--- config.mk ---
export PLATFORM = sky130hd
export DESIGN_NAME = bank_addr_map
export DESIGN_NICKNAME = d
export VERILOG_FILES = /design/src/rtl/bank_map_pkg.sv /design/src/rtl/bank_rst_sync.sv /design/src/rtl/bank_sel_reg.sv /design/src/rtl/cpu_addr_xlate.sv /design/src/rtl/log_addr_xlate.sv /design/src/rtl/bank_addr_map.sv
export SDC_FILE = /design/constraint.sdc
export NUM_CORES = 1
export LEC_CHECK = 0
export ABC_AREA = 0
export BUFFER_PORTS_ARGS = -buffer_cell sky130_fd_sc_hd__buf_2
export CORE_AREA = 2 2 56 58
export CTS_BUF_LIST = sky130_fd_sc_hd__clkbuf_8 sky130_fd_sc_hd__clkbuf_16
export DETAILED_ROUTE_END_ITERATION = 7
export DIE_AREA = 0 0 58 60
export PLACE_DENSITY = 0.8
export REMOVE_ABC_BUFFERS = 1
export SETUP_SLACK_MARGIN = 0.02
export SLEW_MARGIN = 20
export SYNTH_ARGS = -nofsm -noshare
export SYNTH_HDL_FRONTEND = slang
export SYNTH_SLANG_ARGS = --single-unit
export TNS_END_PERCENT = 5
--- constraint.sdc ---
create_clock -name clk -period 4.1 [get_ports clk]
set_input_delay 0.82 -clock clk [delete_from_list [all_inputs] [get_ports clk]]
set_output_delay 0.82 -clock clk [all_outputs]
set_load 0.01 [all_outputs]
--- src/rtl/bank_map_pkg.sv ---
package bank_map_pkg;
  // Outcome of a cycle at the select-register write port
  typedef enum logic [1:0] {
    WR_IDLE    = 2'd0,
    WR_TAKE    = 2'd1,
    WR_BADCODE = 2'd2,
    WR_INWIN   = 2'd3
  } wr_kind_e;
endpackage

--- src/rtl/bank_rst_sync.sv ---
module bank_rst_sync (
  input  logic clk,
  input  logic rst_n,
  output logic rst_sync_n
);
  logic [1:0] sync_q;

  always_ff @(posedge clk or negedge rst_n) begin
    if (!rst_n) sync_q <= 2'b00;
    else        sync_q <= {sync_q[0], 1'b1};
  end

  assign rst_sync_n = sync_q[1];
endmodule

--- src/rtl/bank_sel_reg.sv ---
module bank_sel_reg
  import bank_map_pkg::*;
#(
  parameter int unsigned CPU_AW    = 16,
  parameter int unsigned BANK_W    = 3,
  parameter int unsigned NUM_BANKS = 6,
  parameter logic [CPU_AW-1:0] REG_ADDR = 16'hFFF3,
  parameter logic [CPU_AW-1:0] WIN_LO   = 16'h8000,
  parameter logic [CPU_AW-1:0] WIN_HI   = 16'hBFFF
) (
  input  logic              clk,
  input  logic              rst_n,
  input  logic              wr_en,
  input  logic [CPU_AW-1:0] wr_addr,
  input  logic [BANK_W-1:0] wr_code,
  input  logic [CPU_AW-1:0] pc,
  output logic [BANK_W-1:0] bank_o,
  output logic              code_err_o,
  output logic              viol_o
);
  localparam logic [BANK_W-1:0] LAST_CODE = BANK_W'(NUM_BANKS - 1);

  logic [BANK_W-1:0] bank_q, bank_d;
  logic              err_q, err_d;
  logic              viol_q, viol_d;
  logic              wr_hit, pc_in_win, code_ok;
  wr_kind_e          wr_kind;

  assign wr_hit    = wr_en && (wr_addr == REG_ADDR);
  assign pc_in_win = (pc >= WIN_LO) && (pc <= WIN_HI);
  assign code_ok   = (wr_code <= LAST_CODE);

  always_comb begin
    if (!wr_hit)        wr_kind = WR_IDLE;
    else if (pc_in_win) wr_kind = WR_INWIN;
    else if (!code_ok)  wr_kind = WR_BADCODE;
    else                wr_kind = WR_TAKE;
  end

  always_comb begin
    bank_d = bank_q;
    err_d  = 1'b0;
    viol_d = viol_q;
    unique case (wr_kind)
      WR_TAKE:    bank_d = wr_code;
      WR_BADCODE: err_d  = 1'b1;
      WR_INWIN:   viol_d = 1'b1;
      default:    ;
    endcase
  end

  always_ff @(posedge clk or negedge rst_n) begin
    if (!rst_n) begin
      bank_q <= '0;
      err_q  <= 1'b0;
      viol_q <= 1'b0;
    end else begin
      bank_q <= bank_d;
      err_q  <= err_d;
      viol_q <= viol_d;
    end
  end

  assign bank_o     = bank_q;
  assign code_err_o = err_q;
  assign viol_o     = viol_q;


  bank_range_chk: assert property (@(posedge clk) disable iff (!rst_n)
    bank_q <= LAST_CODE);

  bad_code_hold_chk: assert property (@(posedge clk) disable iff (!rst_n)
    (wr_hit && !pc_in_win && !code_ok) |=> ($stable(bank_q) && err_q));

  win_write_hold_chk: assert property (@(posedge clk) disable iff (!rst_n)
    (wr_hit && pc_in_win) |=> ($stable(bank_q) && viol_q));

  viol_sticky_chk: assert property (@(posedge clk) disable iff (!rst_n)
    viol_q |=> viol_q);

  miss_hold_chk: assert property (@(posedge clk) disable iff (!rst_n)
    !wr_hit |=> $stable(bank_q));
endmodule

--- src/rtl/cpu_addr_xlate.sv ---
module cpu_addr_xlate #(
  parameter int unsigned CPU_AW  = 16,
  parameter int unsigned PHYS_AW = 17,
  parameter int unsigned BANK_W  = 3,
  parameter int unsigned WIN_AW  = 14,
  parameter logic [CPU_AW-1:0] WIN_LO = 16'h8000,
  parameter logic [CPU_AW-1:0] WIN_HI = 16'hBFFF
) (
  input  logic [BANK_W-1:0]  bank,
  input  logic [CPU_AW-1:0]  addr,
  input  logic               wide,
  output logic [PHYS_AW-1:0] phys,
  output logic               flash_sel,
  output logic               cross_fault
);
  localparam logic [CPU_AW-1:0] COMMON_LAST = WIN_LO - 1'b1;

  logic in_common, in_win;
  logic [PHYS_AW-1:0] win_phys;

  assign in_common = (addr < WIN_LO);
  assign in_win    = (addr >= WIN_LO) && (addr <= WIN_HI);
  assign win_phys  = PHYS_AW'(WIN_LO)
                   + PHYS_AW'({bank, {WIN_AW{1'b0}}})
                   + PHYS_AW'(addr[WIN_AW-1:0]);

  always_comb begin
    if (in_win) begin
      phys      = win_phys;
      flash_sel = 1'b1;
    end else begin
      phys      = PHYS_AW'(addr);
      flash_sel = in_common;
    end
  end

  assign cross_fault = wide && (addr == COMMON_LAST) && (bank != '0);
endmodule

--- src/rtl/log_addr_xlate.sv ---
module log_addr_xlate #(
  parameter int unsigned CPU_AW    = 16,
  parameter int unsigned LOG_AW    = 20,
  parameter int unsigned PHYS_AW   = 17,
  parameter int unsigned BANK_W    = 3,
  parameter int unsigned WIN_AW    = 14,
  parameter int unsigned NUM_BANKS = 6,
  parameter logic [CPU_AW-1:0] WIN_LO = 16'h8000,
  parameter logic [CPU_AW-1:0] WIN_HI = 16'hBFFF
) (
  input  logic [LOG_AW-1:0]  log_addr,
  output logic [PHYS_AW-1:0] phys,
  output logic               ok
);
  localparam int unsigned PAGE_W = LOG_AW - CPU_AW;

  logic [PAGE_W-1:0] page;
  logic [CPU_AW-1:0] off;
  logic              page_ok, off_ok;

  assign page    = log_addr[LOG_AW-1:CPU_AW];
  assign off     = log_addr[CPU_AW-1:0];
  assign page_ok = (page < PAGE_W'(NUM_BANKS));
  assign off_ok  = (off >= WIN_LO) && (off <= WIN_HI);
  assign ok      = page_ok && off_ok;

  always_comb begin
    if (ok)
      phys = PHYS_AW'(WIN_LO)
           + PHYS_AW'({page[BANK_W-1:0], {WIN_AW{1'b0}}})
           + PHYS_AW'(off[WIN_AW-1:0]);
    else
      phys = '0;
  end
endmodule

--- src/rtl/bank_addr_map.sv ---
module bank_addr_map #(
  parameter int unsigned CPU_AW    = 16,
  parameter int unsigned PHYS_AW   = 17,
  parameter int unsigned LOG_AW    = 20,
  parameter int unsigned DATA_W    = 8,
  parameter int unsigned BANK_W    = 3,
  parameter int unsigned NUM_BANKS = 6,
  parameter int unsigned COMMON_AW = 15,
  parameter int unsigned WIN_AW    = 14,
  parameter logic [CPU_AW-1:0] REG_ADDR = 16'hFFF3
) (
  input  logic               clk,
  input  logic               rst_n,
  input  logic               reg_wr_en,
  input  logic [CPU_AW-1:0]  reg_wr_addr,
  input  logic [DATA_W-1:0]  reg_wr_data,
  input  logic [CPU_AW-1:0]  pc,
  input  logic [CPU_AW-1:0]  reg_rd_addr,
  output logic [DATA_W-1:0]  reg_rd_data,
  input  logic [CPU_AW-1:0]  acc_addr,
  input  logic               acc_wide,
  output logic [PHYS_AW-1:0] phys_addr,
  output logic               flash_sel,
  output logic               cross_fault,
  input  logic [LOG_AW-1:0]  log_addr,
  output logic [PHYS_AW-1:0] log_phys,
  output logic               log_ok,
  output logic               code_err,
  output logic               win_viol
);
  localparam logic [CPU_AW-1:0] WIN_LO = CPU_AW'(1) << COMMON_AW;
  localparam logic [CPU_AW-1:0] WIN_HI = WIN_LO + ((CPU_AW'(1) << WIN_AW) - 1'b1);

  logic              rst_int_n;
  logic [BANK_W-1:0] bank;

  bank_rst_sync u_rst (
    .clk        (clk),
    .rst_n      (rst_n),
    .rst_sync_n (rst_int_n)
  );

  bank_sel_reg #(
    .CPU_AW(CPU_AW), .BANK_W(BANK_W), .NUM_BANKS(NUM_BANKS),
    .REG_ADDR(REG_ADDR), .WIN_LO(WIN_LO), .WIN_HI(WIN_HI)
  ) u_reg (
    .clk        (clk),
    .rst_n      (rst_int_n),
    .wr_en      (reg_wr_en),
    .wr_addr    (reg_wr_addr),
    .wr_code    (reg_wr_data[BANK_W-1:0]),
    .pc         (pc),
    .bank_o     (bank),
    .code_err_o (code_err),
    .viol_o     (win_viol)
  );

  cpu_addr_xlate #(
    .CPU_AW(CPU_AW), .PHYS_AW(PHYS_AW), .BANK_W(BANK_W), .WIN_AW(WIN_AW),
    .WIN_LO(WIN_LO), .WIN_HI(WIN_HI)
  ) u_cpu (
    .bank        (bank),
    .addr        (acc_addr),
    .wide        (acc_wide),
    .phys        (phys_addr),
    .flash_sel   (flash_sel),
    .cross_fault (cross_fault)
  );

  log_addr_xlate #(
    .CPU_AW(CPU_AW), .LOG_AW(LOG_AW), .PHYS_AW(PHYS_AW), .BANK_W(BANK_W),
    .WIN_AW(WIN_AW), .NUM_BANKS(NUM_BANKS), .WIN_LO(WIN_LO), .WIN_HI(WIN_HI)
  ) u_log (
    .log_addr (log_addr),
    .phys     (log_phys),
    .ok       (log_ok)
  );

  assign reg_rd_data = (reg_rd_addr == REG_ADDR) ? DATA_W'(bank) : '0;


  common_pass_chk: assert property (@(posedge clk) disable iff (!rst_int_n)
    (acc_addr < WIN_LO) |-> (flash_sel && phys_addr == PHYS_AW'(acc_addr)));

  upper_pass_chk: assert property (@(posedge clk) disable iff (!rst_int_n)
    (acc_addr > WIN_HI) |-> (!flash_sel && phys_addr == PHYS_AW'(acc_addr)));

  bank0_cross_chk: assert property (@(posedge clk) disable iff (!rst_int_n)
    (reg_rd_addr == REG_ADDR && reg_rd_data == '0) |-> !cross_fault);

  err_pulse_chk: assert property (@(posedge clk) disable iff (!rst_int_n)
    (code_err && !reg_wr_en) |=> !code_err);
endmodule

==> results of run 1 <==
flip-flops by register name, summed over array words and instances (netlist names):
name,count
u_reg.viol_o,1
u_reg.code_err_o,1
u_reg.bank_o,3
u_rst.sync_q,2
cells by family (layout without fill, tap and decap cells):
| logic type | after synthesis | count (layout) | synth area share |
|---|---|---|---|
| AND/OR/NAND/NOR | 52 | 52 | 0.4490 |
| multiplexers | 1 | 1 | 0.01531 |
| buffers and inverters | 23 | 125 | 0.2143 |
| other | 2 | 6 | 0.01021 |
| XOR/XNOR | 1 | 1 | 0.01191 |
| flip-flops | 7 | 7 | 0.2381 |
| AO/OA/AOI/OAI | 6 | 6 | 0.06122 |
routing by layer:
| layer | GRT usage | part of all wire |
|---|---|---|
| met3 | 0.01948 | 0.10 |
| met4 | 0.04983 | 0.014 |
| met1 | 0.1332 | 0.40 |
| met5 | 0 | 0 |
| met2 | 0.1932 | 0.48 |
synth_stat cells (2+ instances only):
cell type and number:
buf_4 19, and2_1 18, dfrtp_1 7, nand2_1 7
nand4_1 5, nor4_1 5, inv_1 3, nand4b_1 3
conb_1 2, nand3_1 2, nor2_1 2, nor3_1 2
o21a_1 2, or4_4 2
cells in the final DEF (no fill, tap or decap):
| cell | Yosys | layout |
|---|---|---|
| buf_2 | 0 | 118 |
| and2_1 | 18 | 18 |
| nand2_1 | 7 | 7 |
| dfrtp_1 | 7 | 7 |
| conb_1 | 2 | 6 |
| nand4_1 | 5 | 5 |
| nor4_1 | 5 | 5 |
| inv_1 | 3 | 4 |
| nand4b_1 | 3 | 3 |
| clkbuf_8 | 0 | 3 |
| nor2_1 | 2 | 2 |
| nand3_1 | 2 | 2 |
| nor3_1 | 2 | 2 |
| o21a_1 | 2 | 2 |
| or4_4 | 2 | 2 |
| a21oi_1 | 1 | 1 |
| a21boi_0 | 1 | 1 |
| and4_1 | 1 | 1 |
| or4b_1 | 1 | 1 |
| xor2_1 | 1 | 1 |
| and3_1 | 1 | 1 |
| or3_1 | 1 | 1 |
| nor2b_1 | 1 | 1 |
| a21oi_2 | 1 | 1 |
| nor4b_2 | 1 | 1 |
| mux2_1 | 1 | 1 |
| a31o_2 | 1 | 1 |
worst max-delay path, cell delays in order:
cell and delay [ns]:
buf_2 0.09, nor2_1 0.09, nand2_1 0.07, a21oi_1 0.66
and2_1 0.23, buf_2 0.13
worst min-delay path by stage:
stage | slack [ns] | depth (start not counted) | from | end
6_report | 0.07 | 0 | u_rst.sync_q[1]$_DFF_PN0_ | u_reg.bank_o[1]$_DFFE_PN0N_
5_1_grt | 0.09 | 0 | u_rst.sync_q[1]$_DFF_PN0_ | u_reg.bank_o[1]$_DFFE_PN0N_
4_1_cts | 0.08 | 0 | u_rst.sync_q[1]$_DFF_PN0_ | u_reg.bank_o[1]$_DFFE_PN0N_
3_5_place_dp | 0.08 | 0 | u_rst.sync_q[1]$_DFF_PN0_ | u_reg.viol_o$_DFFE_PN0N_
3_3_place_gp | 0.08 | 0 | u_rst.sync_q[1]$_DFF_PN0_ | u_reg.bank_o[0]$_DFFE_PN0N_
2_1_floorplan | 0.05 | 0 | u_rst.sync_q[1]$_DFF_PN0_ | u_reg.bank_o[0]$_DFFE_PN0N_
power breakdown:
group	switching (uW)	total [uW]	internal [uW]
Sequential	0.976	71.4	70.5
Clock	28.6	93.2	64.6
Combinational	30.7	70.3	39.6
Total	60.3	235	175
per-stage QoR:
| stage | total power [uW] | setup WS (ns) |
|---|---|---|
| after CTS | 238.9 | 1.179 |
| final | 234.9 | 1.190 |
| after global routing | 248.1 | 1.023 |
| after floorplan | 88.54 | 1.468 |
| after global placement | 142.3 | 1.225 |
| after detailed placement | 143.3 | 1.182 |
cell type report:
cell class / instances / area [um2] / share of cell area
inverters: 3 / 11.26 / 0.008789
clock inverters: 1 / 3.754 / 0.002930
clock buffers: 3 / 41.29 / 0.03223
well taps: 33 / 41.29 / 0.03223
flip-flops and latches: 7 / 175.2 / 0.1367
multi-input cells: 66 / 417.9 / 0.3262
repair buffers: 118 / 590.6 / 0.4609
==> run summary, run 1 <==
Overflow after GRT: 0
Via count: 985
Vias per cell: 4.264
RSZ-0062 raised after global routing: no
Area contributors post-synth: dfrtp_1, buf_4, and2_1, nand4_1, nor4_1
Share of layout cells above drive strength 1: 0.6364
R2R Path End: u_reg.bank_o[0]$_DFFE_PN0N_
EDFF count, synth: 0
Filler cells: 315
Number of global-route vias before repair: 757
MaxCap Viol Count: 0
Syn avg cell area: 7.997 um2
Fin Clk Skew: 0.004422 ns
Final Max Slew Viols: 0
Cell Count, Final, Fillers Out: 231
Cts hold-fix bufs: 0
GR Util All Layers: 0.1109
Synth top area share: 0.2381
Die area: 3480 um2
Largest net degree at the start of global routing: 18
Clock period minus worst slack: 2.910 ns
Iter 0 DRT Violations: 7
Initial antenna violation count: 0
H-tree depth: 1
Register area share after synthesis: 0.2381
Latest clock arrival within the worst-skew pair: 0.23 ns
CTS tree: built
Final setup violation count: 0
Worst rel slew slack: 0.4370
Maximum VDD drop: 0.2018 mV
Distinct cells, synth: 27
Inst Count DP: 227
DR DRC count: 0
Slew of the pin with the lowest slew margin: 0.8444 ns
Dpl hpwl: 2031 um
Critical Path Start: log_addr[19]
Core area: 2903 um2
Cell accounting for the most synthesized area: dfrtp_1
Path type of the worst setup path: input port to primary output
Crit path required time: 3.28 ns
WP data arrival: 2.09 ns
Fin nets: 295
Netlist Area Pre-Place: 735.7 um2
Num rows: 20
Global-route wire length before repair: 3015 um
Drt first pass iters: 4
Worst reg2reg setup slack: 3.27 ns
Worst-path clk slew: 0.04 ns
Postcts setup bufs: 0
PortBufs: 118
Final Hold Fails: 0
Post-cts repair resize count: 0
DP Area: 1236 um2
Worst setup EP type: primary output
Die height: 60 um
Cells after Synth: 92
Longest Clk Path Bufs: 2
Outcome: completed
Routed len/inst: 9.576 um
I/O pin cnt: 143
ANT cells: 0
Main synth FF type: dfrtp_1
Post-Route WL: 2212 um
Final GP Congestion: 0.7504
Post-DRT Antenna Nets: 0
FF+latch count, synth: 7
PwrDens: 183.4 nW/um2
Asr flop ratio synth: 1.000
Max Fclk: 0.3437 GHz
CTS Buf Count: 3
Reg-to-reg startpoint: u_reg.bank_o[0]$_DFFE_PN0N_
Initial core utilization: 0.2534
Final core occ: 0.4414
Tightest Hold Check Type: register to async pin
Area growth, synth to finish: 74.15%
Die Wd: 58 um
Leakage: 0.0007808 uW
Yosys warns: 0
TNS Setup: 0 ns
Finished Cell Area: 1281 um2
CP Capture Point: log_phys[4]
Worst hold slack: 0.07194 ns
Crit path max fanout: 17
Period utilization: 0.7097
Clock root buffer: clkbuf_8
Critical path launch point type: input port
Sink Count: 7
R2r worst-path depth: 1
Power figures use the tool's default switching activity.
==> run 2: changes to the inputs <==
--- a/config.mk
+++ b/config.mk
@@ -7,11 +7,10 @@
 export LEC_CHECK = 0
 export ABC_AREA = 0
 export BUFFER_PORTS_ARGS = -buffer_cell sky130_fd_sc_hd__buf_2
-export CORE_AREA = 2 2 56 58
+export CORE_UTILIZATION = 23
 export CTS_BUF_LIST = sky130_fd_sc_hd__clkbuf_8 sky130_fd_sc_hd__clkbuf_16
 export DETAILED_ROUTE_END_ITERATION = 7
-export DIE_AREA = 0 0 58 60
-export PLACE_DENSITY = 0.8
+export PLACE_DENSITY = 0.75
 export REMOVE_ABC_BUFFERS = 1
 export SETUP_SLACK_MARGIN = 0.02
 export SLEW_MARGIN = 20
==> constraint.sdc (replaced) <==
create_clock -name clk -period 2.4 [get_ports clk]
set_input_delay 0.48 -clock clk [delete_from_list [all_inputs] [get_ports clk]]
set_output_delay 0.48 -clock clk [all_outputs]
set_load 0.01 [all_outputs]
==> run 2 against run 1 <==
Hold slack worse by 0.043 ns. Sequential power is 71% higher. Power rose by 72%. Clock skew decreased by 0.0043 ns. Die area decreased by 1.5%. Non-clock buffer count up 1. First-iteration DRC count fell by 29%. Sequential cell count did not move. Global-route usage is 0.47 points higher. Sequential share of layout area shrank 0.22 points. Critical path depth decreased by 2. Routed wire length fell by 1.6%. Critical path type is now register to primary output. Largest cell class unchanged.
==> run summary, run 2 (synthesis gave the netlist of run 1 again) <==
Filler cells: 323
DR DRC count: 0
Final GP Congestion: 0.6850
GR Util All Layers: 0.1156
Setup ws final: 0.3233 ns
Longest Clk Path Bufs: 2
Die area: 3429 um2
H-tree depth: 1
Global-route wire length before repair: 3153 um
TNS Setup: 0 ns
I/O pin cnt: 143
WP data arrival: 1.60 ns
Max Fclk: 0.4815 GHz
Crit path max fanout: 5
Final setup violation count: 0
Most common cell after layout, fill and taps aside: buf_2
Overflow after GRT: 0
Leakage: 0.0007861 uW
Sink Count: 7
Largest net degree at the start of global routing: 18
Initial antenna violation count: 0
Cts hold-fix bufs: 0
Vias per cell: 4.008
Num rows: 20
Outcome: completed
Fin nets: 296
Crit path required time: 1.92 ns
Die height: 58.56 um
Max reg flops: 3
Tightest Hold Check Type: input port to async pin
Initial core utilization: 0.2410
Number of global-route vias before repair: 776
Share of layout cells above drive strength 1: 0.6382
Die Wd: 58.56 um
MaxCap Viol Count: 0
Drt first pass iters: 4
Maximum VDD drop: 0.5116 mV
Worst setup EP type: primary output
Postcts setup bufs: 0
Worst-path clk slew: 0.04 ns
Critical path launch point type: register
Final Max Slew Viols: 0
CTS Buf Count: 3
Clock period minus worst slack: 2.077 ns
Post-cts repair resize count: 0
Final Hold Fails: 0
PwrDens: 310.4 nW/um2
Dpl ws: 0.3657 ns
CTS tree: built
RSZ-0062 raised after global routing: no
Post-Route WL: 2176 um
Period utilization: 0.8653
Post-DRT Antenna Nets: 0
Most frequent cells in the layout: buf_2, and2_1, nand2_1, dfrtp_1, conb_1
Clock root buffer: clkbuf_8
Routed len/inst: 8.955 um
Latest clock arrival within the worst-skew pair: 0.23 ns
ANT cells: 0
Path type of the worst setup path: register to primary output
Core area: 3053 um2
PortBufs: 118
Slowest cell on crit path: or4b_1
Iter 0 DRT Violations: 5
Area growth, synth to finish: 77.04%
Delay of the slowest critical-path stage: 0.46 ns
Fin Clk Skew: 0.0001678 ns
Via count: 974
Dpl hpwl: 1961 um
CP Cell Sequence: nor3_1, or4b_1, nor4_1, buf_2
run 2: through the flow:
stage	instance area [um2]	instances	total power, uW	hold slack (ns)	util
floorplan	604.3	76	151.3	0.05406	-
global placement	1257	239	243.8	0.07463	0.4119
detailed placement	1257	239	246.0	0.07743	0.4119
CTS	1303	243	405.6	0.02940	0.4266
global route	1303	243	428.5	0.02556	0.4266
finish	1303	243	404.3	0.02901	0.4266
run 2: metal layers:
| layer | vias up | track usage | share of wire |
|---|---|---|---|
| li1 | 513 | - | - |
| met4 | 0 | 0.02041 | 0.0060 |
| met1 | 408 | 0.1482 | 0.41 |
| met5 | - | 0 | 0 |
| met2 | 51 | 0.2003 | 0.50 |
| met3 | 2 | 0.02637 | 0.080 |
run 2: cell type report:
class	instances	area [um2]	share of cell area
multi-input cells	66	417.9	0.3208
clock inverters	1	3.754	0.002882
repair buffers	119	598.1	0.4592
well taps	44	55.05	0.04227
inverters	3	11.26	0.008646
clock buffers	3	41.29	0.03170
flip-flops and latches	7	175.2	0.1345
run 2: path summary, 6_finish.rpt:
| kind | startpoint | depth (start not counted) | to | slack, ns |
|---|---|---|---|---|
| setup / recovery | u_reg.bank_o[1]$_DFFE_PN0N_ | 4 | cross_fault | 0.32 |
| hold / removal | rst_n | 1 | u_rst.sync_q[0]$_DFF_PN0_ | 0.03 |
| setup reg to reg | u_reg.bank_o[0]$_DFFE_PN0N_ | 1 | u_reg.bank_o[0]$_DFFE_PN0N_ | 1.55 |
| hold reg to reg | u_rst.sync_q[1]$_DFF_PN0_ | 0 | u_reg.code_err_o$_DFF_PN0_ | 0.08 |
| max in group asynchronous | u_rst.sync_q[1]$_DFF_PN0_ | 0 | u_reg.bank_o[0]$_DFFE_PN0N_ | 2.14 |
| min in group clk | u_rst.sync_q[0]$_DFF_PN0_ | 0 | u_rst.sync_q[1]$_DFF_PN0_ | 0.34 |
run 2: worst max-delay path: cells and delay by family, from the launching register on:
kind / cells / cell delay (ns)
flip-flops: 1 / 0.42
buffers and inverters: 1 / 0.17
AND/OR/NAND/NOR: 3 / 0.78
run 2: where the power goes:
group	switching, uW	total (uW)	internal (uW)
logic	53.4	122	68.5
clock network	49.8	160	110
registers	1.78	122	120
total	105	404	299
==> run 3: changes to the inputs <==
==> constraint.sdc (replaced) <==
create_clock -name clk -period 2.4 [get_ports clk]
set_input_delay 0.12 -clock clk [delete_from_list [all_inputs] [get_ports clk]]
set_output_delay 0.12 -clock clk [all_outputs]
set_load 0.01 [all_outputs]
==> run 3 against run 2 <==
Combinational power about the same. Fmax up 22%. Routed wire length down 1.7%. Critical path type unchanged. Critical endpoint unchanged.
==> run summary, run 3 (synthesis gave the netlist of run 1 again) <==
Vias per cell: 4.008
Final Hold Fails: 0
Die area: 3429 um2
Number of global-route vias before repair: 792
Initial antenna violation count: 0
H-tree depth: 1
GR Util All Layers: 0.1143
Area growth, synth to finish: 77.38%
TNS Setup: 0 ns
Global-route wire length before repair: 3125 um
CP Cell Sequence: nor3_1, or4b_1, nor4_1, buf_2
Worst-path clk slew: 0.04 ns
Cell Count, Final, Fillers Out: 243
Delay of the slowest critical-path stage: 0.46 ns
Critical path launch point type: register
Initial core utilization: 0.2410
Most common cell after layout, fill and taps aside: buf_2
Num rows: 20
Final core occ: 0.4275
Dpl hpwl: 1930 um
Period utilization: 0.7117
Iter 0 DRT Violations: 13
Share of layout cells above drive strength 1: 0.6332
Sink Count: 7
Worst rel slew slack: 0.4392
CTS tree: built
Slowest cell on crit path: or4b_1
Maximum VDD drop: 0.5463 mV
PwrDens: 306.9 nW/um2
Worst setup EP type: primary output
Routed len/inst: 8.802 um
Latest clock arrival within the worst-skew pair: 0.22 ns
Die Wd: 58.56 um
Final GP Congestion: 0.6869
Crit path required time: 2.28 ns
Sw Share: 0.2529
I/O pin cnt: 143
Leakage: 0.0007850 uW
WP data arrival: 1.59 ns
Path type of the worst setup path: register to primary output
MaxCap Viol Count: 0
Max reg flops: 3
Die height: 58.56 um
Post-cts repair resize count: 0
Setup ws final: 0.6920 ns
RSZ-0062 raised after global routing: no
Crit path max fanout: 5
Logic gate share of total power: 0.305
Core area: 3053 um2
Overflow after GRT: 0
Clock period minus worst slack: 1.708 ns
PortBufs: 118
ANT cells: 0
Fin nets: 296
Post-DRT Antenna Nets: 0
Outcome: completed
Final Max Slew Viols: 0
Clock root buffer: clkbuf_8
Psw: 101.3 uW
Reg-to-reg startpoint: u_reg.bank_o[0]$_DFFE_PN0N_
Most frequent cells in the layout: buf_2, and2_1, nand2_1, dfrtp_1, conb_1
DR DRC count: 0
Sequential Power Share: 0.305
Drt first pass iters: 4
Inst Count DP: 238
Fin Clk Skew: 0.003208 ns
Slew of the pin with the lowest slew margin: 0.8412 ns
Clock share of power: 0.390
Longest Clk Path Bufs: 2
Max Fclk: 0.5855 GHz
Dpl ws: 0.7712 ns
Post-Route WL: 2139 um
Critical Path Start: u_reg.bank_o[1]$_DFFE_PN0N_
Internal power: 299.3 uW
CTS Buf Count: 3
Via count: 974
Final setup violation count: 0
Largest net degree at the start of global routing: 18
Tightest Hold Check Type: register to async pin
run 3: changes by cell type in the layout (fill, tap and decap cells not counted), sizes merged:
cell,delta
buf,-1
dlygate4sd3,+1
run 3: critical path: cells and delay by family (launching register included):
kind / cells / cell delay (ns)
AND/OR/NAND/NOR: 3 / 0.78
flip-flops: 1 / 0.41
buffers and inverters: 1 / 0.17
run 3: timing repair:
item                       in CTS  in global routing
hold endpoints to repair        2                  0
setup endpoints to repair       0                  0
hold buffers                    1                  0
setup buffers                   0                  0
run 3: final cells by class:
type	instances	area (um2)
Sequential cell	7	175.2
Multi-Input combinational cell	66	417.9
Tap cell	44	55.05
Clock inverter	1	3.754
Timing Repair Buffer	119	600.6
Clock buffer	3	41.29
Inverter	3	11.26
Fill cell	348	1748
run 3: through the flow:
| stage | hold WS [ns] | total power [uW] | area [um2] |
|---|---|---|---|
| global route | 0.08473 | 428.3 | 1305 |
| finish | 0.07015 | 400.5 | 1305 |
| detailed placement | -0.09303 | 245.1 | 1250 |
| floorplan | -0.1756 | 151.3 | 604.3 |
| CTS | 0.07673 | 407.5 | 1305 |
| global placement | -0.09324 | 242.8 | 1250 |
run 3: worst paths after layout:
check | to | slack (ns) | cells after the start
setup / recovery | cross_fault | 0.69 | 4
hold / removal | u_reg.code_err_o$_DFF_PN0_ | 0.07 | 0
setup reg to reg | u_reg.bank_o[0]$_DFFE_PN0N_ | 1.58 | 1
hold reg to reg | u_reg.code_err_o$_DFF_PN0_ | 0.07 | 0
max in group asynchronous | u_rst.sync_q[1]$_DFF_PN0_ | 2.09 | 2
min in group clk | u_reg.bank_o[0]$_DFFE_PN0N_ | 0.12 | 2
run 3: power by group through the flow:
stage / Sequential (uW) / Combinational (uW) / Clock (uW)
after floorplan: 123 / 28.0 / 0
after CTS: 122 / 123 / 162
after detailed placement: 124 / 121 / 0
final: 122 / 122 / 156
after global routing: 122 / 135 / 171
after global placement: 124 / 119 / 0
run 3: routing by layer:
layer / global-route usage / up-vias / routed length, um
li1: - / 510 / -
met1: 0.1446 / 416 / 927
met2: 0.2020 / 48 / 1054
met3: 0.02418 / 0 / 157
met4: 0.02041 / 0 / 0
met5: 0 / - / 0
